$ cat src/rtl/ag_pkg.sv
package ag_pkg;
    parameter int unsigned PW_SETS   = 8;
    parameter int unsigned KEY_SETS  = 4;
    parameter int unsigned PW_IDX_W  = $clog2(PW_SETS);
    parameter int unsigned KEY_IDX_W = $clog2(KEY_SETS);

    typedef enum logic [1:0] {
        MODE_STD  = 2'b00,
        MODE_AUTH = 2'b01,
        MODE_ENC  = 2'b10
    } mode_e;

    typedef struct packed {
        logic                 pw_act;
        logic                 pw_wr;
        logic [PW_IDX_W-1:0]  pw_idx;
        logic [KEY_IDX_W-1:0] key;
        mode_e                mode;
    } gate_state_t;
endpackage

$ cat src/rtl/ag_strike_ctr.sv
module ag_strike_ctr #(
    parameter int unsigned LIMIT = 4
) (
    input  logic clk,
    input  logic rst_n,
    input  logic try_i,
    input  logic pass_i,
    output logic lock_o
);
    localparam int unsigned CW = $clog2(LIMIT + 1);

    logic [CW-1:0] cnt_d, cnt_q;

    always_comb begin
        cnt_d = cnt_q;
        if (try_i) begin
            if (pass_i) cnt_d = '0;
            else        cnt_d = cnt_q + 1'b1;
        end
    end

    always_ff @(posedge clk or negedge rst_n) begin
        if (!rst_n) cnt_q <= '0;
        else        cnt_q <= cnt_d;
    end

    assign lock_o = (cnt_q == CW'(LIMIT));
endmodule

$ cat src/rtl/ag_zone_decode.sv
module ag_zone_decode import ag_pkg::*; #(
    parameter int unsigned NZONE = 4
) (
    input  gate_state_t                st_i,
    input  logic [NZONE-1:0]           pw_need_i,
    input  logic [NZONE*PW_IDX_W-1:0]  pw_sel_i,
    input  logic [NZONE-1:0]           au_need_i,
    input  logic [NZONE*KEY_IDX_W-1:0] key_sel_i,
    input  logic [NZONE-1:0]           enc_need_i,
    output logic [NZONE-1:0]           rd_o,
    output logic [NZONE-1:0]           wr_o
);
    for (genvar z = 0; z < NZONE; z++) begin : g_zone
        logic pw_hit, pw_rd_ok, pw_wr_ok, au_ok, enc_ok;
        assign pw_hit   = st_i.pw_act && (st_i.pw_idx == pw_sel_i[z*PW_IDX_W +: PW_IDX_W]);
        assign pw_rd_ok = !pw_need_i[z] || pw_hit;
        assign pw_wr_ok = !pw_need_i[z] || (pw_hit && st_i.pw_wr);
        assign au_ok    = !au_need_i[z] ||
                          ((st_i.mode != MODE_STD) &&
                           (st_i.key == key_sel_i[z*KEY_IDX_W +: KEY_IDX_W]));
        assign enc_ok   = !enc_need_i[z] || (st_i.mode == MODE_ENC);
        assign rd_o[z]  = pw_rd_ok && au_ok && enc_ok;
        assign wr_o[z]  = pw_wr_ok && au_ok && enc_ok;
    end
endmodule

$ cat src/rtl/access_gate.sv
module access_gate import ag_pkg::*; #(
    parameter int unsigned NZONE        = 4,
    parameter int unsigned STRIKE_LIMIT = 4
) (
    input  logic                       clk,
    input  logic                       rst_n,
    input  logic                       rst_pin_i,
    input  logic                       pw_valid_i,
    input  logic [PW_IDX_W-1:0]        pw_set_i,
    input  logic                       pw_write_i,
    input  logic                       pw_pass_i,
    input  logic                       au_valid_i,
    input  logic [KEY_IDX_W-1:0]       au_key_i,
    input  logic                       au_pass_i,
    input  logic                       enc_req_i,
    input  logic                       mac_valid_i,
    input  logic                       mac_ok_i,
    input  logic [NZONE-1:0]           cfg_pw_need_i,
    input  logic [NZONE*PW_IDX_W-1:0]  cfg_pw_sel_i,
    input  logic [NZONE-1:0]           cfg_au_need_i,
    input  logic [NZONE*KEY_IDX_W-1:0] cfg_key_sel_i,
    input  logic [NZONE-1:0]           cfg_enc_need_i,
    output logic [NZONE-1:0]           zone_rd_o,
    output logic [NZONE-1:0]           zone_wr_o,
    output logic [1:0]                 mode_o,
    output logic [PW_SETS-1:0]         pw_lock_o,
    output logic [KEY_SETS-1:0]        au_lock_o,
    output logic                       mac_abort_o
);
    gate_state_t st_d, st_q;
    logic pw_try, au_try, mac_bad;

    assign pw_try  = pw_valid_i && !rst_pin_i && !pw_lock_o[pw_set_i];
    assign au_try  = au_valid_i && !rst_pin_i && !au_lock_o[au_key_i];
    assign mac_bad = mac_valid_i && !mac_ok_i && (st_q.mode != MODE_STD);

    for (genvar p = 0; p < PW_SETS; p++) begin : g_pw_ctr
        ag_strike_ctr #(.LIMIT(STRIKE_LIMIT)) i_ctr (
            .clk    (clk),
            .rst_n  (rst_n),
            .try_i  (pw_try && (pw_set_i == PW_IDX_W'(p))),
            .pass_i (pw_pass_i),
            .lock_o (pw_lock_o[p])
        );
    end

    for (genvar k = 0; k < KEY_SETS; k++) begin : g_au_ctr
        ag_strike_ctr #(.LIMIT(STRIKE_LIMIT)) i_ctr (
            .clk    (clk),
            .rst_n  (rst_n),
            .try_i  (au_try && (au_key_i == KEY_IDX_W'(k))),
            .pass_i (au_pass_i),
            .lock_o (au_lock_o[k])
        );
    end

    always_comb begin
        st_d = st_q;
        if (rst_pin_i) begin
            st_d.pw_act = 1'b0;
            st_d.pw_wr  = 1'b0;
            st_d.mode   = MODE_STD;
        end else begin
            if (pw_try) begin
                if (pw_pass_i) begin
                    st_d.pw_act = 1'b1;
                    st_d.pw_wr  = pw_write_i;
                    st_d.pw_idx = pw_set_i;
                end else begin
                    st_d.pw_act = 1'b0;
                    st_d.pw_wr  = 1'b0;
                end
            end
            if (au_try) begin
                if (au_pass_i) begin
                    st_d.mode = MODE_AUTH;
                    st_d.key  = au_key_i;
                end else begin
                    st_d.mode = MODE_STD;
                end
            end else if (mac_bad) begin
                st_d.mode = MODE_STD;
            end else if (enc_req_i && (st_q.mode == MODE_AUTH)) begin
                st_d.mode = MODE_ENC;
            end
        end
    end

    always_ff @(posedge clk or negedge rst_n) begin
        if (!rst_n) st_q <= '{pw_act: 1'b0, pw_wr: 1'b0, pw_idx: '0, key: '0, mode: MODE_STD};
        else        st_q <= st_d;
    end

    ag_zone_decode #(.NZONE(NZONE)) i_decode (
        .st_i       (st_q),
        .pw_need_i  (cfg_pw_need_i),
        .pw_sel_i   (cfg_pw_sel_i),
        .au_need_i  (cfg_au_need_i),
        .key_sel_i  (cfg_key_sel_i),
        .enc_need_i (cfg_enc_need_i),
        .rd_o       (zone_rd_o),
        .wr_o       (zone_wr_o)
    );

    assign mode_o      = st_q.mode;
    assign mac_abort_o = mac_bad;
endmodule

$ cat config.mk
export PLATFORM = sky130hd
export DESIGN_NAME = access_gate
export DESIGN_NICKNAME = d
export VERILOG_FILES = /design/src/rtl/ag_pkg.sv /design/src/rtl/ag_strike_ctr.sv /design/src/rtl/ag_zone_decode.sv /design/src/rtl/access_gate.sv
export SDC_FILE = /design/constraint.sdc
export NUM_CORES = 1
export LEC_CHECK = 0
export ABC_AREA = 1
export BUFFER_PORTS_ARGS = -buffer_cell sky130_fd_sc_hd__clkbuf_2
export CORE_UTILIZATION = 55
export DETAILED_ROUTE_END_ITERATION = 16
export PLACE_DENSITY = 0.81
export REMOVE_ABC_BUFFERS = 1
export SLEW_MARGIN = 30
export SYNTH_ARGS = -nofsm -noshare
export SYNTH_HDL_FRONTEND = slang
export SYNTH_HIERARCHICAL = 1
export SYNTH_SLANG_ARGS = --single-unit
$ cat constraint.sdc
create_clock -name clk -period 5.7 [get_ports clk]
set_clock_uncertainty 0.15 [all_clocks]
set_input_delay 1.14 -clock clk [delete_from_list [all_inputs] [get_ports clk]]
set_output_delay 1.14 -clock clk [all_outputs]
set_load 0.02 [all_outputs]
==> impl_metrics.csv <==
group,metric,value,unit
run_status,status,"finished clean",
timing,rsz0062_at_grt,"no",
timing,hold_viol,0,
cts,hold_buffers,0,
floorplan,die_y,79.0,µm
timing,fin_crit_sh,56.3,%
cells_and_area,layout.nets,629,
critical_path,max_stage_delay,160,ps
power,total_power,1.32,mW
critical_path,timing.rr.end,"g_pw_ctr[2].i_ctr/cnt_q[2]",
placement,place_congestion,0.835,
floorplan,dieWidth,79.0,µm
critical_path,path_cells,"clkbuf_2 -> inv_1 -> nand2_1 -> nand2_1 -> nor2_2 -> nand3_1 -> nand2_1 -> inv_1 -> nor2_2 -> clkbuf_2",
global_route,grt_usage,22.8,%
placement,placed_area,0.00367,mm²
floorplan,rows,27,
drt,dr.pass1.iters,4,
synthesis,synthAdderAreaFrac,9.21,%
timing,holdWs,327,ps
power,max-vdd-ir-drop,0.191,mV
critical_path,reg2reg_from,"g_pw_ctr[5].i_ctr/cnt_q[0]",
placement,hpwl,5110,µm
cts,path_clk_slew,70,ps
critical_path,ff2ff_path_depth,15,
cells_and_area,syn2layout_area_growth,16.2,%
timing,slew_headroom,56.4,%
critical_path,worstSetupPathType,"primary input to primary output",
floorplan,start_util,58.1,%
synthesis,post_synth_num_cell_types,23,
drt,drt_iter0_drc,108,
run,max_cap_viol_count,0,
critical_path,crit_fanout,2,
critical_path,reg2reg_slack,3360,ps
cts,clock_latency,300,ps
synthesis,synth_mux_area_share,0,%
drt,vias,3060,
cts,numCtsBuffers,5,
floorplan,num_io_pins,71,
placement,portBuffers,70,
timing,final_max_slew_viol_count,0,
drt,ant_nets,0,
cts,cts.repair.resized,0,
cells_and_area,final_design_area_no_fill,0.00379,mm²
drt,wire_per_inst,10.4,µm
power,p_leak,2.28,nW
cts,cts_max_level,2,
cts,post_cts_buffers,0,
drt,drc,0,
critical_path,cp-start-kind,"primary input",
synthesis,synth_top_family_by_area,"simple AND/OR/NAND/NOR gates",
global_route,grt_pass1_vias,2789,
cells_and_area,fin_cells,630,
drt,viasPerCell,4.86,
synthesis,netlist_area,0.00326,mm²
synthesis,synthSimpleGateAreaFrac,36.5,%
critical_path,worst_path_most_repeated_cell,"nand2_1",
synthesis,ys_seq_elements,45,
critical_path,crit_buf_inv,4,
synthesis,synth.avg_cell_area,6.75,µm²
critical_path,cp.required,4410,ps
cells_and_area,n_antenna_cell,0,
worst_hold_path,hp-class,"flip-flop to flip-flop",
timing,fmax,0.311,GHz
drt,routed_wl,6560,µm
timing,setup_viol,0,
floorplan,coreArea,0.00561,mm²
global_route,grt-ovfl-total,0,
global_route,antenna_found_initial,0,
critical_path,cp_num_cells,10,
power,power_density,348,mW/mm²
critical_path,cpMaxStageDelayCell,"clkbuf_2",
cts,root_buffer,"clkbuf_8",
critical_path,end_kind,"primary output",
cts,cts_sinks,45,
cells_and_area,drive_above_1_share,21.1,%
global_route,grt_pass1_wl,11400,µm
floorplan,fp.dieArea,0.00624,mm²
cts,tritoncts,"done",
synthesis,synth_compound_area_share,6.72,%
synthesis,synthCells,483,
timing,tightest_slew,650,ps
placement,placed_cells,622,
timing,finalSetupTns,0,ps
global_route,grt_start_max_net_pins,46,
critical_path,critPathTopFamily,"simple AND/OR/NAND/NOR gates",
synthesis,synth_xor_area_share,0,%
cts,cts_buffer_depth,2,
critical_path,setup.worst_path.end,"zone_wr_o[3]",
critical_path,crit_start,"cfg_pw_sel_i[10]",
critical_path,worstPathArrival,1920,ps
synthesis,ys_warn_count,6,
synthesis,ys_seq_area_share,34.5,%
timing,finalCriticalPeriod,3210,ps
-- kinds of logic (layout without fill, tap and decap cells) --
family,Yosys count,in the layout
AND/OR/NAND/NOR,267,267
buffers and inverters,106,181
AO/OA/AOI/OAI,41,41
flip-flops,45,45
adder cells (fa/ha/maj),24,24
-- cells in the mapped netlist --
master    instances  share of area [%]
a21boi_0          4               0.92
a21oi_1           1               0.15
a21oi_2           1               0.27
buf_4             2               0.46
buf_6             2               0.69
dfrtp_1          45                 35
ha_1             24                9.2
inv_1            98                 11
inv_2             3               0.35
inv_4             1               0.19
nand2_1         145                 17
nand2_2          14                2.7
nand2_4           1               0.35
nand3_1          43                6.6
nand3_2           1               0.31
nand3_4           1               0.54
nand4_1           6                1.2
nor2_1           32                3.7
nor2_2           17                3.3
nor2_4            1               0.35
nor3_1            6               0.92
o21ai_0          27                4.1
o21ai_1           8                1.2
-- through the flow --
stage | worst slack [ps] | utilization (%)
floorplan | 2650 | -
global placement | 2520 | 65.4
detailed placement | 2490 | 65.4
CTS | 2490 | 67.5
global route | 2400 | 67.5
finish | 2490 | 67.5
-- layout by cell type (no fill, tap or decap), types with 8 or more instances in the layout --
cell / n
nand2_2: 14
o21ai_1: 8
clkbuf_2: 70
dfrtp_1: 45
nor2_1: 32
inv_1: 98
o21ai_0: 27
nor2_2: 17
ha_1: 24
nand2_1: 145
nand3_1: 43
-- registers in the layout, indices dropped and copies added (netlist names) --
signal                cells
st_q                      7
g_au_ctr.i_ctr/cnt_q     12
mode_o                    2
g_pw_ctr.i_ctr/cnt_q     24
-- routing by layer --
metal / GRT usage (%) / wire (µm) / vias up
met2: 40.0 / 3190 / 58
met3: 5.52 / 315 / 6
met4: 6.91 / 50 / 0
met5: 0 / 0 / -
met1: 27.4 / 3010 / 1378
li1: - / - / 1618
-- report_power, final --
part,switching [mW],internal (mW)
Clock,0.104,0.143
Sequential,0.0822,0.438
Combinational,0.355,0.196
Total,0.541,0.777
-- area by class of cell --
type / instances / area, µm²
Inverter: 102 / 385
Multi-Input combinational cell: 332 / 1710
Clock inverter: 1 / 30.0
Sequential cell: 45 / 1130
Timing Repair Buffer: 71 / 358
Clock buffer: 7 / 86.3
Tap cell: 72 / 90.1
Fill cell: 496 / 1820
-- worst min-delay path by stage --
| stage | end | cells past startpoint | from | slack [ps] |
|---|---|---|---|---|
| after floorplan | st_q[4] | 2 | st_q[4] | 290 |
| after CTS | st_q[4] | 2 | st_q[4] | 330 |
| after detailed placement | st_q[4] | 2 | st_q[4] | 310 |
| after global routing | st_q[4] | 2 | st_q[4] | 380 |
| final | st_q[4] | 2 | st_q[4] | 330 |
| after global placement | st_q[4] | 2 | st_q[4] | 310 |
-- tightest hold or removal path, cell delays in order, from the launching register on --
cell and delay [ps]:
dfrtp_1 350, nand2_1 50, nand2_1 50
Note: power is estimated with default switching activity, not from simulation.
